<file path="config.mk">
export PLATFORM = sky130hd
export DESIGN_NAME = pix_capture
export DESIGN_NICKNAME = d
export VERILOG_FILES = /design/src/rtl/pix_cap_pkg.sv /design/src/rtl/pix_sync_stage.sv /design/src/rtl/pix_pos_counter.sv /design/src/rtl/pix_dim_meter.sv /design/src/rtl/pix_capture.sv
export SDC_FILE = /design/constraint.sdc
export NUM_CORES = 1
export LEC_CHECK = 0
export BUFFER_PORTS_ARGS = -buffer_cell sky130_fd_sc_hd__buf_4
export CORE_MARGIN = 2
export CORE_UTILIZATION = 45
export CTS_BUF_LIST = sky130_fd_sc_hd__clkbuf_8
export DETAILED_ROUTE_END_ITERATION = 6
export GPL_TIMING_DRIVEN = 1
export PLACE_DENSITY = 0.7
export SKIP_LAST_GASP = 1
export SLEW_MARGIN = 40
export SYNTH_ARGS = -nofsm -noshare
export SYNTH_HDL_FRONTEND = slang
export SYNTH_SLANG_ARGS = --single-unit
</file>
<file path="constraint.sdc">
create_clock -name clk -period 3.9 [get_ports clk]
set_clock_uncertainty 0.1 [all_clocks]
set_input_delay 0.39 -clock clk [delete_from_list [all_inputs] [get_ports clk]]
set_output_delay 0.39 -clock clk [all_outputs]
set_load 0.03 [all_outputs]
</file>
<file path="src/rtl/pix_cap_pkg.sv">
package pix_cap_pkg;
  localparam int unsigned SNS_DATA_W = 12;
  localparam int unsigned SNS_COL_W  = 12;
  localparam int unsigned SNS_ROW_W  = 11;

  typedef struct packed {
    logic fv;
    logic lv;
  } sync_pair_t;
endpackage

</file>
<file path="src/rtl/pix_sync_stage.sv">
module pix_sync_stage
  import pix_cap_pkg::*;
#(
  parameter int unsigned DATA_W = SNS_DATA_W
) (
  input  logic              clk,
  input  logic              rst,
  input  sync_pair_t        sync_in,
  input  logic [DATA_W-1:0] data_in,
  output sync_pair_t        sync_q,
  output logic [DATA_W-1:0] data_q,
  output logic              armed,
  output logic              fv_rise
);
  // frame qualifier register resets high so a frame already running at reset
  // release is not mistaken for a fresh start
  assign fv_rise = sync_in.fv & ~sync_q.fv;

  always_ff @(posedge clk) begin
    if (rst) begin
      sync_q <= '{fv: 1'b1, lv: 1'b0};
      data_q <= '0;
      armed  <= 1'b0;
    end else begin
      sync_q <= sync_in;
      data_q <= data_in;
      if (fv_rise) armed <= 1'b1;
    end
  end
endmodule

</file>
<file path="src/rtl/pix_pos_counter.sv">
module pix_pos_counter #(
  parameter int unsigned COL_W = 12,
  parameter int unsigned ROW_W = 11
) (
  input  logic             clk,
  input  logic             rst,
  input  logic             fv_q,
  input  logic             lv_q,
  input  logic             fv_rise,
  input  logic             pix_v,
  input  logic             line_end,
  output logic [COL_W-1:0] col,
  output logic [ROW_W-1:0] row,
  output logic             sof_pend
);
  always_ff @(posedge clk) begin
    if (rst) begin
      col      <= '0;
      row      <= '0;
      sof_pend <= 1'b0;
    end else begin
      // horizontal blanking clears the column position
      if (!lv_q || !fv_q)      col <= '0;
      else if (pix_v)          col <= line_end ? '0 : col + 1'b1;
      // vertical blanking clears the row position
      if (!fv_q)               row <= '0;
      else if (line_end)       row <= row + 1'b1;
      if (fv_rise)             sof_pend <= 1'b1;
      else if (pix_v)          sof_pend <= 1'b0;
    end
  end
endmodule

</file>
<file path="src/rtl/pix_dim_meter.sv">
module pix_dim_meter #(
  parameter int unsigned COL_W = 12,
  parameter int unsigned ROW_W = 11
) (
  input  logic             clk,
  input  logic             rst,
  input  logic             line_end,
  input  logic             frame_end,
  input  logic [COL_W-1:0] col,
  input  logic [ROW_W-1:0] row,
  output logic [COL_W-1:0] width_o,
  output logic [ROW_W-1:0] height_o
);
  always_ff @(posedge clk) begin
    if (rst) begin
      width_o  <= '0;
      height_o <= '0;
    end else begin
      if (line_end)  width_o  <= col + 1'b1;
      if (frame_end) height_o <= row + {{(ROW_W-1){1'b0}}, line_end};
    end
  end

  assert_width_hold_R8: assert property (@(posedge clk) disable iff (rst)
    !$past(line_end) |-> $stable(width_o));
endmodule

</file>
<file path="src/rtl/pix_capture.sv">
module pix_capture
  import pix_cap_pkg::*;
#(
  parameter int unsigned DATA_W = SNS_DATA_W,
  parameter int unsigned COL_W  = SNS_COL_W,
  parameter int unsigned ROW_W  = SNS_ROW_W
) (
  input  logic              clk,
  input  logic              rst,
  input  logic              sns_fv,
  input  logic              sns_lv,
  input  logic [DATA_W-1:0] sns_data,
  output logic              pix_valid,
  output logic [DATA_W-1:0] pix_data,
  output logic [COL_W-1:0]  pix_col,
  output logic [ROW_W-1:0]  pix_row,
  output logic              pix_sof,
  output logic              pix_eol,
  output logic [COL_W-1:0]  line_width,
  output logic [ROW_W-1:0]  frame_height
);
  sync_pair_t        sync_in, sync_q;
  logic [DATA_W-1:0] data_q;
  logic              armed, fv_rise;
  logic              pix_v, line_end, frame_end;
  logic [COL_W-1:0]  col;
  logic [ROW_W-1:0]  row;
  logic              sof_pend;

  assign sync_in = '{fv: sns_fv, lv: sns_lv};

  pix_sync_stage #(.DATA_W(DATA_W)) u_sync (
    .clk(clk), .rst(rst), .sync_in(sync_in), .data_in(sns_data),
    .sync_q(sync_q), .data_q(data_q), .armed(armed), .fv_rise(fv_rise)
  );

  // the held sample is the last of its line when the live qualifiers drop
  assign pix_v     = sync_q.fv & sync_q.lv & armed;
  assign line_end  = pix_v & ~(sns_fv & sns_lv);
  assign frame_end = sync_q.fv & ~sns_fv & armed;

  pix_pos_counter #(.COL_W(COL_W), .ROW_W(ROW_W)) u_pos (
    .clk(clk), .rst(rst), .fv_q(sync_q.fv), .lv_q(sync_q.lv),
    .fv_rise(fv_rise), .pix_v(pix_v), .line_end(line_end),
    .col(col), .row(row), .sof_pend(sof_pend)
  );

  pix_dim_meter #(.COL_W(COL_W), .ROW_W(ROW_W)) u_dim (
    .clk(clk), .rst(rst), .line_end(line_end), .frame_end(frame_end),
    .col(col), .row(row), .width_o(line_width), .height_o(frame_height)
  );

  always_ff @(posedge clk) begin
    if (rst) begin
      pix_valid <= 1'b0;
      pix_data  <= '0;
      pix_col   <= '0;
      pix_row   <= '0;
      pix_sof   <= 1'b0;
      pix_eol   <= 1'b0;
    end else begin
      pix_valid <= pix_v;
      pix_data  <= data_q;
      pix_col   <= col;
      pix_row   <= row;
      pix_sof   <= pix_v & sof_pend;
      pix_eol   <= line_end;
    end
  end

  assert_flags_need_valid_R6: assert property (@(posedge clk) disable iff (rst)
    (pix_sof || pix_eol) |-> pix_valid);
  assert_sof_origin_R6: assert property (@(posedge clk) disable iff (rst)
    pix_sof |-> (pix_col == '0 && pix_row == '0));
  assert_col_step_R4: assert property (@(posedge clk) disable iff (rst)
    (pix_valid && !pix_sof && $past(pix_valid) && !$past(pix_eol))
      |-> pix_col == $past(pix_col) + 1'b1);
  assert_gap_after_eol_R3: assert property (@(posedge clk) disable iff (rst)
    pix_eol |=> !pix_valid);
endmodule

</file>
==> results of run 1 <==
## registers in the layout, summed over array words and instances (netlist names)
| name | cells |
|---|---|
| pix_col | 12 |
| u_sync.data_q | 12 |
| pix_sof | 1 |
| u_dim.height_o | 11 |
| u_pos.col | 12 |
| pix_data | 12 |
| u_sync.armed | 1 |
| u_dim.width_o | 12 |
| u_pos.sof_pend | 1 |
| u_sync.sync_q | 2 |
| pix_valid | 1 |
| pix_row | 11 |
| u_pos.row | 11 |
| pix_eol | 1 |
## synthesized netlist by cell type (2+ instances only)
cell	instances
nand3_1	9
nor3_1	8
clkbuf_2	2
inv_1	2
nand2_1	24
xnor2_1	12
o21ai_0	11
o31a_1	2
nor2b_1	48
nor2_1	33
nand2b_1	3
a211oi_1	16
a211oi_2	2
and2_1	3
a31oi_1	4
or3_1	4
a22oi_1	2
a311oi_1	2
xor2_1	11
clkbuf_1	9
ha_1	4
dfxtp_1	100
a21oi_1	18
buf_1	2
nand4_1	5
o211a_1	2
buf_2	11
and3_1	8
## routing by layer
layer | vias up | routed length (um)
li1 | 1391 | -
met1 | 1275 | 3480
met2 | 83 | 3360
met3 | 12 | 478
met4 | 0 | 140
met5 | - | 0
## through the flow
stage                     instance area, um^2  instances  hold slack [ns]  utilization (%)  setup slack [ns]
after global placement                   4230        526            0.317             54.1              1.19
final                                    4500        542            0.133             57.6              1.12
after detailed placement                 4230        526            0.324             54.2              1.10
after floorplan                          3650        373            0.314                -              1.76
after global routing                     4500        542            0.130             57.6             0.751
after CTS                                4500        542            0.124             57.6              1.11
## cells by family after synthesis
kind of cell	Yosys count
and+or+nand+nor	155
AOI/OAI and AO/OA	62
muxes	1
xor gates and xnor gates	23
DFF	100
adders and majority gates	4
buffers and inverters	28
## path summary, 6_finish.rpt
kind / cells past startpoint / startpoint / endpoint / slack [ns]
worst min register to register: 1 / u_sync.data_q[9] / pix_data[9] / 0.34
worst min-delay path: 2 / sns_data[9] / u_sync.data_q[9] / 0.13
worst max-delay path: 10 / u_sync.armed / u_dim.height_o[8] / 1.12
worst max register to register: 10 / u_sync.armed / u_dim.height_o[8] / 1.12
## cell type report
type / instances / area share [%]
clock buffer: 10 / 3.06
clock inverter: 6 / 2.97
inverter: 2 / 0.167
multi-input combinational: 245 / 33.6
sequential: 100 / 44.5
tap: 102 / 2.84
timing repair buffer: 77 / 12.8
## power by group through the flow
stage / clock [uW] / combinational, uW / sequential (uW)
after floorplan: 0 / 38.1 / 1090
after global placement: 0 / 90.9 / 1070
after detailed placement: 0 / 92.6 / 1070
after CTS: 874 / 93.0 / 1050
after global routing: 912 / 99.7 / 1050
final: 857 / 91.7 / 1050
## critical path, cell delays in order, from the launching register on
cell and delay (ns):
dfxtp_1 0.41, and3_1 0.46, nand2_1 0.24, inv_1 0.11, buf_4 0.27, ha_1 0.23
ha_1 0.22, nand3_1 0.13, nor3_1 0.20, xnor2_1 0.09, a211oi_1 0.24
==> results by stage, run 1 <==
Outcome:
- The run finished with clean final reports.

Yosys:
- The synthesized netlist devotes between 10% and 20% of its cell area to compound gates.
- After synthesis, the largest area contributor takes up 54.9% of total cell area.
- Of the total synthesized cell area, the portion taken by XOR and XNOR cells is 5.53%.
- The number of distinct library cells after synthesis is 44.
- The synthesized instance count is about 370.
- The number of nets in the synthesized netlist is roughly 390.
- The count of warnings emitted by yosys is 0.
- In this run the mean area of a mapped cell was approximately 9.8 um^2.
- The adder-cell share of the synthesized area is 1.37%.
- Measured against the total synthesized area, the mux share comes to less than 1%.
- Among all flip-flop cells after synthesis, the most frequent one is dfxtp_1.
- The simple-gate share of the synthesized area is 23.1%.
- The synthesized design contains 100 register bits.
- In the post-synthesis netlist, the biggest area contributors are dfxtp_1 55%, nor2b_1 8.2%, nor2_1 3.4%.
- In this run, synthesis inferred 0 flip-flops with an integrated enable.
- Summing the sequential cell areas from Yosys gives between 50% and 60% of the chip area.
- The cell area after synthesis is 3650 um^2.
- The share of synthesized flip-flops with an asynchronous set or reset is 0%.
- The main combinational cell family by area after synthesis is simple AND/OR/NAND/NOR gates.
- The cell taking the most area after synthesis is dfxtp_1.

Clock tree:
- The H-tree depth is 3.
- The clock drives 100 sinks.
- The number of hold-repair buffers added at the cts stage is 0.
- The number of cells upsized or downsized after cts is 0.
- The clock input transition at the sequential cells of the worst setup and hold paths is 0.09 ns.
- The buffer cell driving the clock tree root is clkbuf_8.
- TritonCTS built the clock tree.
- The number of buffers inserted to repair setup after CTS is 0.
- The clock latency of the later-clocked register in the worst-skew pair is 0.36 ns.
- In this run, CTS created clock tree buffers numbering 9.
- The maximum count of clock buffers along a single path is 2.

STA:
- The final count of negative-setup-slack endpoints is 0.
- The count of endpoints failing hold in the final timing report is 0.
- The post-layout minimum cycle time is 2.78 ns.
- The top achievable clock speed is about 0.36 GHz.
- Setup repair after global routing left no endpoint under its margin.
- The count of final max-slew check failures is 0.
- In the finished design, the share of the clock period the worst path needs comes to between 70% and 80%.
- The worst pin sits at a relative slew slack of about half.
- The total negative setup slack is 0 ns.
- The slew at the pin with the worst max-slew slack is between 0.7 and 0.8 ns.

Die:
- The number of top-level pins is a little under 80.
- The starting density of the core is between 40% and 50%.
- The floorplan step set the die height to approximately 94 um.
- The full die area is around 8800 um^2.
- Measured along the x axis, the die boundary spans approximately 94 um.
- The core region is 7810 um^2.
- The floorplan has 32 rows.

Final layout:
- From synthesis to final layout, the design area changed by 23.4%.
- The proportion of layout cells with a drive suffix above 1 is a little under a quarter.
- 0 antenna diodes ended up in the layout.
- The sequential cells in the finished layout cover a total of ~2000 um^2.
- The library cells used most frequently in the layout, excluding fill and tap cells, are 100 x dfxtp_1, 77 x buf_4, 48 x nor2b_1, 32 x nor2_1, 24 x nand2_1.
- The commonest non-fill, non-tap cell in the layout is dfxtp_1.
- The number of nets in the finished design is around 460.
- After filler insertion, the fill cell instance count of the layout stands at approximately 700.
- Summing all multi-input logic gate instances after layout gives ~1500 um^2.

GRT:
- Entering global routing, the biggest net connects between 70 and 80 pins.
- The number of antenna violations at the first check in global routing is 0.
- After global routing, the most crowded layer is met2.
- The total congestion overflow is 0.
- The number of global-route vias before repair is between 2000 and 3000.
- The global routing met3 resource utilization is 4.17%.
- The met1 usage in global routing is between 20% and 30%.
- The overall track demand over capacity in global routing is 17.7%.
- The global routing met2 resource utilization is a little over a quarter.
- The wire length of the first global-routing pass is around 12000 um.

Worst setup path:
- The start-to-end type of the worst setup path is flip-flop to flip-flop.
- Along the worst path, the maximum fanout reaches 24.
- The type of element capturing the critical path is a flip-flop.
- The element type at the critical path start is a flip-flop.
- For the worst setup path, the data arrival time is ~3.0 ns.
- The required time of the worst setup path is between 4 and 5 ns.

Detailed routing:
- For this block, the initial DRC count from the detailed router was 136.
- The final routed wire length divided by cell count is 13.7 um.
- The total routed wirelength is 7450 um.
- In this run the remaining antenna-violating nets after routing total 0.
- In the routed layout, each cell is associated on average with a via count of between 5 and 6.
- The routed layout has 2761 vias.
- The pre-antenna-repair detailed-routing pass consisted of 4 iterations.
- After detailed routing, the number of remaining DRC violations is 0.

Power:
- The post-route total power is 2000 uW.
- The share of total power dissipated in sequential elements is between 50% and 60%.
- The switching power summed over all nets is ~400 uW.
- The power per cell area is 443 nW/um^2.
- Combinational cells account for approximately 4.6% of the total power.
- The maximum ir drop on the vdd rail is approximately 220 uV.
- The design internal power is approximately 1600 uW.
- The share of total power consumed by net switching is around 21%.
- For this design the static power due to leakage is roughly 0.0018 uW.
- The share of total power in the clock network is between 40% and 50%.

Place:
- The count of input and output buffers is 76.
- The HPWL after detailed placement is between 5000 and 6000 um.
- The final weighted congestion of routability-driven global placement is about 0.83.

Hold path:
- The path category of the worst min-delay check is input port to flip-flop.

Flow run:
- Across the run, the number of max-cap violations was 0.
Power figures use the tool's default switching activity.
==> inputs of run 2 (changes only) <==
- PLACE_DENSITY: 0.7 -> 0.72
- clock period: 3.9 -> 2.3 ns (I/O delays scaled with it)
==> results by stage, run 2 (synthesized netlist as in run 1, its figures left out) <==
Outcome:
- The flow ran to the end, and the final reports show no timing, DRC or antenna violations.

STA:
- The count of final max-slew check failures is 0.
- At the pin with the least slew margin, the transition time is 0.742 ns.
- The top achievable clock speed is roughly 0.5 GHz.
- In the finished design, the share of the clock period the worst path needs comes to roughly 88%.
- The worst relative slew slack is 50.5%.
- Setup repair after global routing left no endpoint under its margin.
- In the final timing run, aggregate negative setup slack is 0 ns.
- The count of endpoints failing hold in the final timing report is 0.
- The post-layout minimum cycle time is 2.03 ns.
- Setup violations remaining at the end of the flow were counted as 0.

Die:
- The floorplan step defined a die boundary enclosing 8840 um^2.
- The core region is 7810 um^2.
- The number of top-level pins is 77.
- The floorplan has 32 rows.
- For this configuration, the core starts out at a cell density of a little under half.
- From bottom edge to top edge, the die measures about 94 um.
- The width of the die is 94.0 um.

Power:
- The share of total power consumed by net switching is a little under a quarter.
- The analysis attributes to cell leakage a power of approximately 0.0018 uW.
- The clock network is responsible for 36.8% of the overall power.
- The internal power of the cells totals roughly 2400 uW.
- The switching power summed over all nets is roughly 740 uW.
- The power per cell area is roughly 670 nW/um^2.
- The register share of total power is approximately 57%.
- Per report_power, the combinational group accounts for a little under 6% of the total.
- The maximum ir drop on the vdd rail is between 300 and 400 uV.
- The design draws about 3100 uW.

Detailed routing:
- The first-iteration detailed-routing DRC count is roughly 140.
- The detail route stage leaves a number of antenna-violating nets equal to 0.
- Across all layers, the routed design uses between 2000 and 3000 vias.
- The final layout contains routed wiring with a total length of approximately 7700 um.
- The number of detailed-route iterations in the first pass is 6.
- The final routed wire length divided by cell count is 13.7 um.
- The post-detailed-route via-to-cell ratio is between 5 and 6.
- The residual DRC count is 0.

Worst setup path:
- The worst-path maximum fanout is 6.
- The worst setup path is captured at a flip-flop.
- The required time of the worst setup path is between 2 and 2.5 ns.
- The worst setup path is of the input port to flip-flop kind.
- At the worst endpoint, the arrival time is approximately 2.2 ns.
- The element type at the critical path start is an input port.

Clock tree:
- The number of clock buffers added by TritonCTS is 9.
- After clock tree synthesis, the clock-pin slew on the worst setup and hold paths is 0.09 ns.
- The buffer cell driving the clock tree root is clkbuf_8.
- The clock latency of the later-clocked register in the worst-skew pair is ~0.36 ns.
- TritonCTS built the clock tree.
- Once the clock tree was built, the setup fixing pass inserted 0 buffers.
- The maximum count of clock buffers along a single path is 2.
- Clock tree synthesis found a total of 100 sinks.
- The H-tree was split into 3 levels.

Place:
- Routability-driven placement finished with a final weighted congestion of between 0.8 and 0.9.
- The count of input and output buffers is 76.
- The standard cell area after detailed placement is roughly 4300 um^2.
- After legalization and detailed placement, the total HPWL measured about 5200 um.
- The number of instances in the placed design is around 530.

Final layout:
- The number of nets in the finished design is about 470.
- Measured on the finished design, the core utilization comes to 59.0%.
- The layout overhead on the synthesized area is 26.4%.
- The finished cells cover about 4600 um^2.
- After filler insertion, the fill cell instance count of the layout stands at 680.
- The post-route netlist has roughly a quarter of its cells at a drive strength greater than 1.
- The antenna diode count is 0.
- The top cell types in the final layout, fill and taps aside, are 100 x dfxtp_1, 84 x buf_4, 48 x nor2b_1, 33 x nor2_1, 24 x nand2_1.
- The commonest non-fill, non-tap cell in the layout is dfxtp_1.
- Leaving out filler cells and counting taps, the final layout contains between 500 and 600.

GRT:
- Global routing finished with a remaining overflow of 0.
- The number of antenna violations at the first check in global routing is 0.
- Entering global routing, the biggest net connects 76 pins.
- The overall track demand over capacity in global routing is 18.0%.
- The first global-routing pass estimated 12600 um of wire.
- The number of global-route vias before repair is 2653.

Flow run:
- The tool flagged a number of max-cap violations equal to 0.

Hold path:
- The path category of the worst min-delay check is input port to flip-flop.
run 2: changes by cell type in the layout (fill, tap and decap cells not counted):
cell	previous run	this run
clkbuf_8	10	9
dlygate4sd3_1	0	12
clkinv_2	1	0
nor2_1	32	33
clkinvlp_4	0	1
clkinv_4	0	3
inv_8	0	1
nor2_2	2	1
bufinv_16	4	1
buf_4	77	84
run 2: power groups by stage:
stage	Sequential, uW	Clock, uW	Combinational, uW
final	1780	1140	180
after detailed placement	1820	0	165
after global placement	1820	0	161
after global routing	1780	1260	195
after CTS	1780	1170	180
after floorplan	1850	0	64.6
run 2: routing by layer:
| metal | vias up | global-route usage, % | share of wire [%] |
|---|---|---|---|
| met5 | - | 0 | 0 |
| met4 | 0 | 6.88 | 1.8 |
| li1 | 1423 | - | - |
| met1 | 1297 | 23.6 | 46 |
| met3 | 14 | 4.09 | 5.6 |
| met2 | 91 | 28.9 | 46 |
run 2: per-stage QoR:
stage               setup WS, ns  hold WS [ns]
global placement           0.415         0.319
global route               0.139        0.0232
CTS                        0.278       0.00714
detailed placement         0.339         0.326
finish                     0.272        0.0107
floorplan                  0.156         0.237
run 2: layout make-up:
cell class	instances	area (um^2)	share of cell area, %
multi-input combinational	245	1510	32.8
sequential	100	2000	43.5
inverter	2	7.51	0.163
clock buffer	9	124	2.69
tap	102	128	2.77
clock inverter	7	83.8	1.82
timing repair buffer	96	751	16.3
run 2: final timing paths:
check | from | cells after the start | slack, ns | endpoint
worst min-delay path | sns_data[1] | 2 | 0.01 | u_sync.data_q[1]
worst min register to register | u_sync.data_q[8] | 1 | 0.35 | pix_data[8]
worst max-delay path | sns_fv | 10 | 0.27 | u_dim.height_o[10]
worst max register to register | u_sync.sync_q[1] | 8 | 0.30 | u_dim.height_o[10]
run 2: timing repair:
item,4_1_cts,5_1_grt
hold buffers,11,1
gates resized for setup,0,0
hold endpoints to repair,11,1
run 2: worst max-delay path: stages:
cell           delay (ns)
dlygate4sd3_1        0.54
buf_4                0.15
nand2_1              0.08
nand2_1              0.07
inv_1                0.07
ha_1                 0.18
ha_1                 0.22
nand2_1              0.11
o31a_1               0.29
a211oi_1             0.25
==> inputs of run 3 (changes only) <==
- PLACE_DENSITY: 0.72 -> 0.7
- clock period: 2.3 -> 2.5 ns (I/O delays scaled with it)
==> results by stage, run 3 (synthesized netlist as in run 1, its figures left out) <==
Outcome:
- The run finished with clean final reports.

Place:
- Prior to clock tree synthesis, the placed netlist has a worst setup slack of 0.391 ns.
- The number of instances in the placed design is 530.
- The congestion estimate from routability-driven global placement came to around 0.85.
- Detailed placement finished with a half-perimeter wire length of 5400 um.
- The count of input and output buffers is 76.

Clock tree:
- The clock latency of the later-clocked register in the worst-skew pair is about 0.36 ns.
- TritonCTS created 9 clock buffers.
- Counting along the longest clock path gives a buffer depth of 2.
- In this run the post-CTS setup repair buffer count came out at 0.
- The total clock sinks is 100.
- The buffer cell driving the clock tree root is clkbuf_8.
- The CTS tree is built.
- Clock-pin slew was measured on the worst setup and hold paths at roughly 0.090 ns.
- In this run the number of H-tree levels came out at 3.

STA:
- The worst pin sits at a relative slew slack of around three fifths.
- The worst path setup slack after routing is about 0.37 ns.
- The total negative setup slack is 0 ns.
- The post-layout minimum cycle time is roughly 2.1 ns.
- The count of final max-slew check failures is 0.
- For the pin with the worst max-slew slack, the measured transition is between 0.6 and 0.7 ns.
- Setup repair after global routing left no endpoint under its margin.
- Derived from the worst setup path, the maximum achievable clock frequency is around 0.47 GHz.
- Setup violations remaining at the end of the flow were counted as 0.
- The count of endpoints failing hold in the final timing report is 0.
- The final critical path takes up about 85% of the cycle.

GRT:
- The number of antenna violations at the first check in global routing is 0.
- The number of global-route vias before repair is about 2600.
- After global routing the overflow that remains totals 0.
- The maximum number of pins on one net before global-route repair is between 60 and 70.
- The wire length of the first global-routing pass is 12600 um.
- The overall track demand over capacity in global routing is ~18%.

Detailed routing:
- Summed over all layers, the routed wires come to ~7700 um.
- In this run the remaining antenna-violating nets after routing total 0.
- The post-detailed-route via-to-cell ratio is between 5 and 6.
- The number of detailed-route iterations in the first pass is 4.
- The residual DRC count is 0.
- Dividing the detail-routed wire length by the instance count gives 14.0 um.
- The overall via count from detail_route is 2792.
- After the first detailed-routing iteration, the DRC count stood at around 130.

Worst setup path:
- The critical path is of the flip-flop to flip-flop type.
- Along the worst path, the maximum fanout reaches 6.
- The required time of the worst setup path is ~2.7 ns.
- The element type at the critical path start is a flip-flop.
- At the worst endpoint, the arrival time is about 2.3 ns.
- The type of element capturing the critical path is a flip-flop.

Final layout:
- After the last flow step, the layout net total stands at roughly 460.
- The commonest non-fill, non-tap cell in the layout is dfxtp_1.
- The area used by multi-input combinational logic is 1510 um^2.
- The finished layout holds around 550 standard cells, fillers aside.
- The area taken by flip-flops and latches is 2000 um^2.
- The proportion of layout cells with a drive suffix above 1 is between 20% and 30%.
- The antenna diode count is 0.
- The fill cell total of the finished layout is approximately 690.
- Compared with the post-synthesis result, the final layout area differs by 23.6%.
- The library cells used most frequently in the layout, excluding fill and tap cells, are 100 x dfxtp_1, 81 x buf_4, 48 x nor2b_1, 33 x nor2_1, 24 x nand2_1.

Die:
- From left edge to right edge, the die measures between 90 and 100 um.
- The number of top-level pins is 77.
- The starting density of the core is a little under half.
- The core outline area is 7810 um^2.
- The full die area is about 8800 um^2.
- The number of core rows is 32.
- The die is roughly 94 um tall.

Hold path:
- The path class of the tightest hold or removal check is input port to flip-flop.

Power:
- Dividing total power by cell area gives a power density of 626 nW/um^2.
- The leakage component of the power is around 0.0018 uW.
- IR analysis of the VDD net gives a maximum drop of roughly 310 uV.

Flow run:
- The max-cap check violation count is 0.
run 3: through the flow:
stage / utilization (%) / total power, uW / hold WS [ns] / area (um^2)
after floorplan: - / 1760 / 0.257 / 3650
after global placement: 54.5 / 1820 / 0.317 / 4260
after detailed placement: 54.5 / 1820 / 0.326 / 4260
after CTS: 57.7 / 2840 / 0.00169 / 4510
after global routing: 57.7 / 2920 / 0.00264 / 4510
final: 57.7 / 2820 / 0.00447 / 4510
run 3: final cells by class:
type                    count  share of cell area [%]
flip-flops and latches    100                    44.4
multi-input cells         245                    33.5
well taps                 102                    2.83
clock inverters             7                    1.67
repair buffers             86                    14.6
inverters                   2                   0.167
clock buffers               9                    2.75
run 3: power by group:
part	leakage [uW]	switching [uW]	total, uW	internal (uW)
Clock	0.0000976	562	1030	468
Combinational	0.000883	91.8	155	63.0
Sequential	0.000812	12.6	1630	1620
Total	0.00179	667	2820	2150
run 3: worst max-delay path: stages, from the launching register on:
cell	delay (ns)
dfxtp_1	0.42
and3_1	0.21
nand2_1	0.18
inv_1	0.13
ha_1	0.17
ha_1	0.20
nand3_1	0.12
nor3_1	0.19
xnor2_1	0.09
a211oi_1	0.24
run 3: path summary, 6_finish.rpt:
| check | from | endpoint | slack (ns) | cells after the start |
|---|---|---|---|---|
| setup / recovery | u_sync.sync_q[1] | u_dim.height_o[8] | 0.37 | 9 |
| hold / removal | sns_data[2] | u_sync.data_q[2] | 0.004 | 2 |
| setup reg to reg | u_sync.sync_q[1] | u_dim.height_o[8] | 0.37 | 9 |
| hold reg to reg | u_sync.data_q[7] | pix_data[7] | 0.35 | 1 |
run 3: what timing repair did:
action | 4_1_cts | 5_1_grt
hold endpoints to repair | 5 | 0
gates resized for setup | 0 | 0
setup endpoints to repair | 0 | 0
hold buffers | 5 | 0
run 3: routing by layer:
| layer | wire (um) | part of all wire, % | vias up | global-route usage [%] |
|---|---|---|---|---|
| li1 | - | - | 1413 | - |
| met5 | 0 | 0 | - | 0 |
| met3 | 447 | 5.8 | 9 | 4.49 |
| met2 | 3390 | 44 | 77 | 27.4 |
| met4 | 101 | 1.3 | 0 | 7.49 |
| met1 | 3790 | 49 | 1293 | 24.9 |
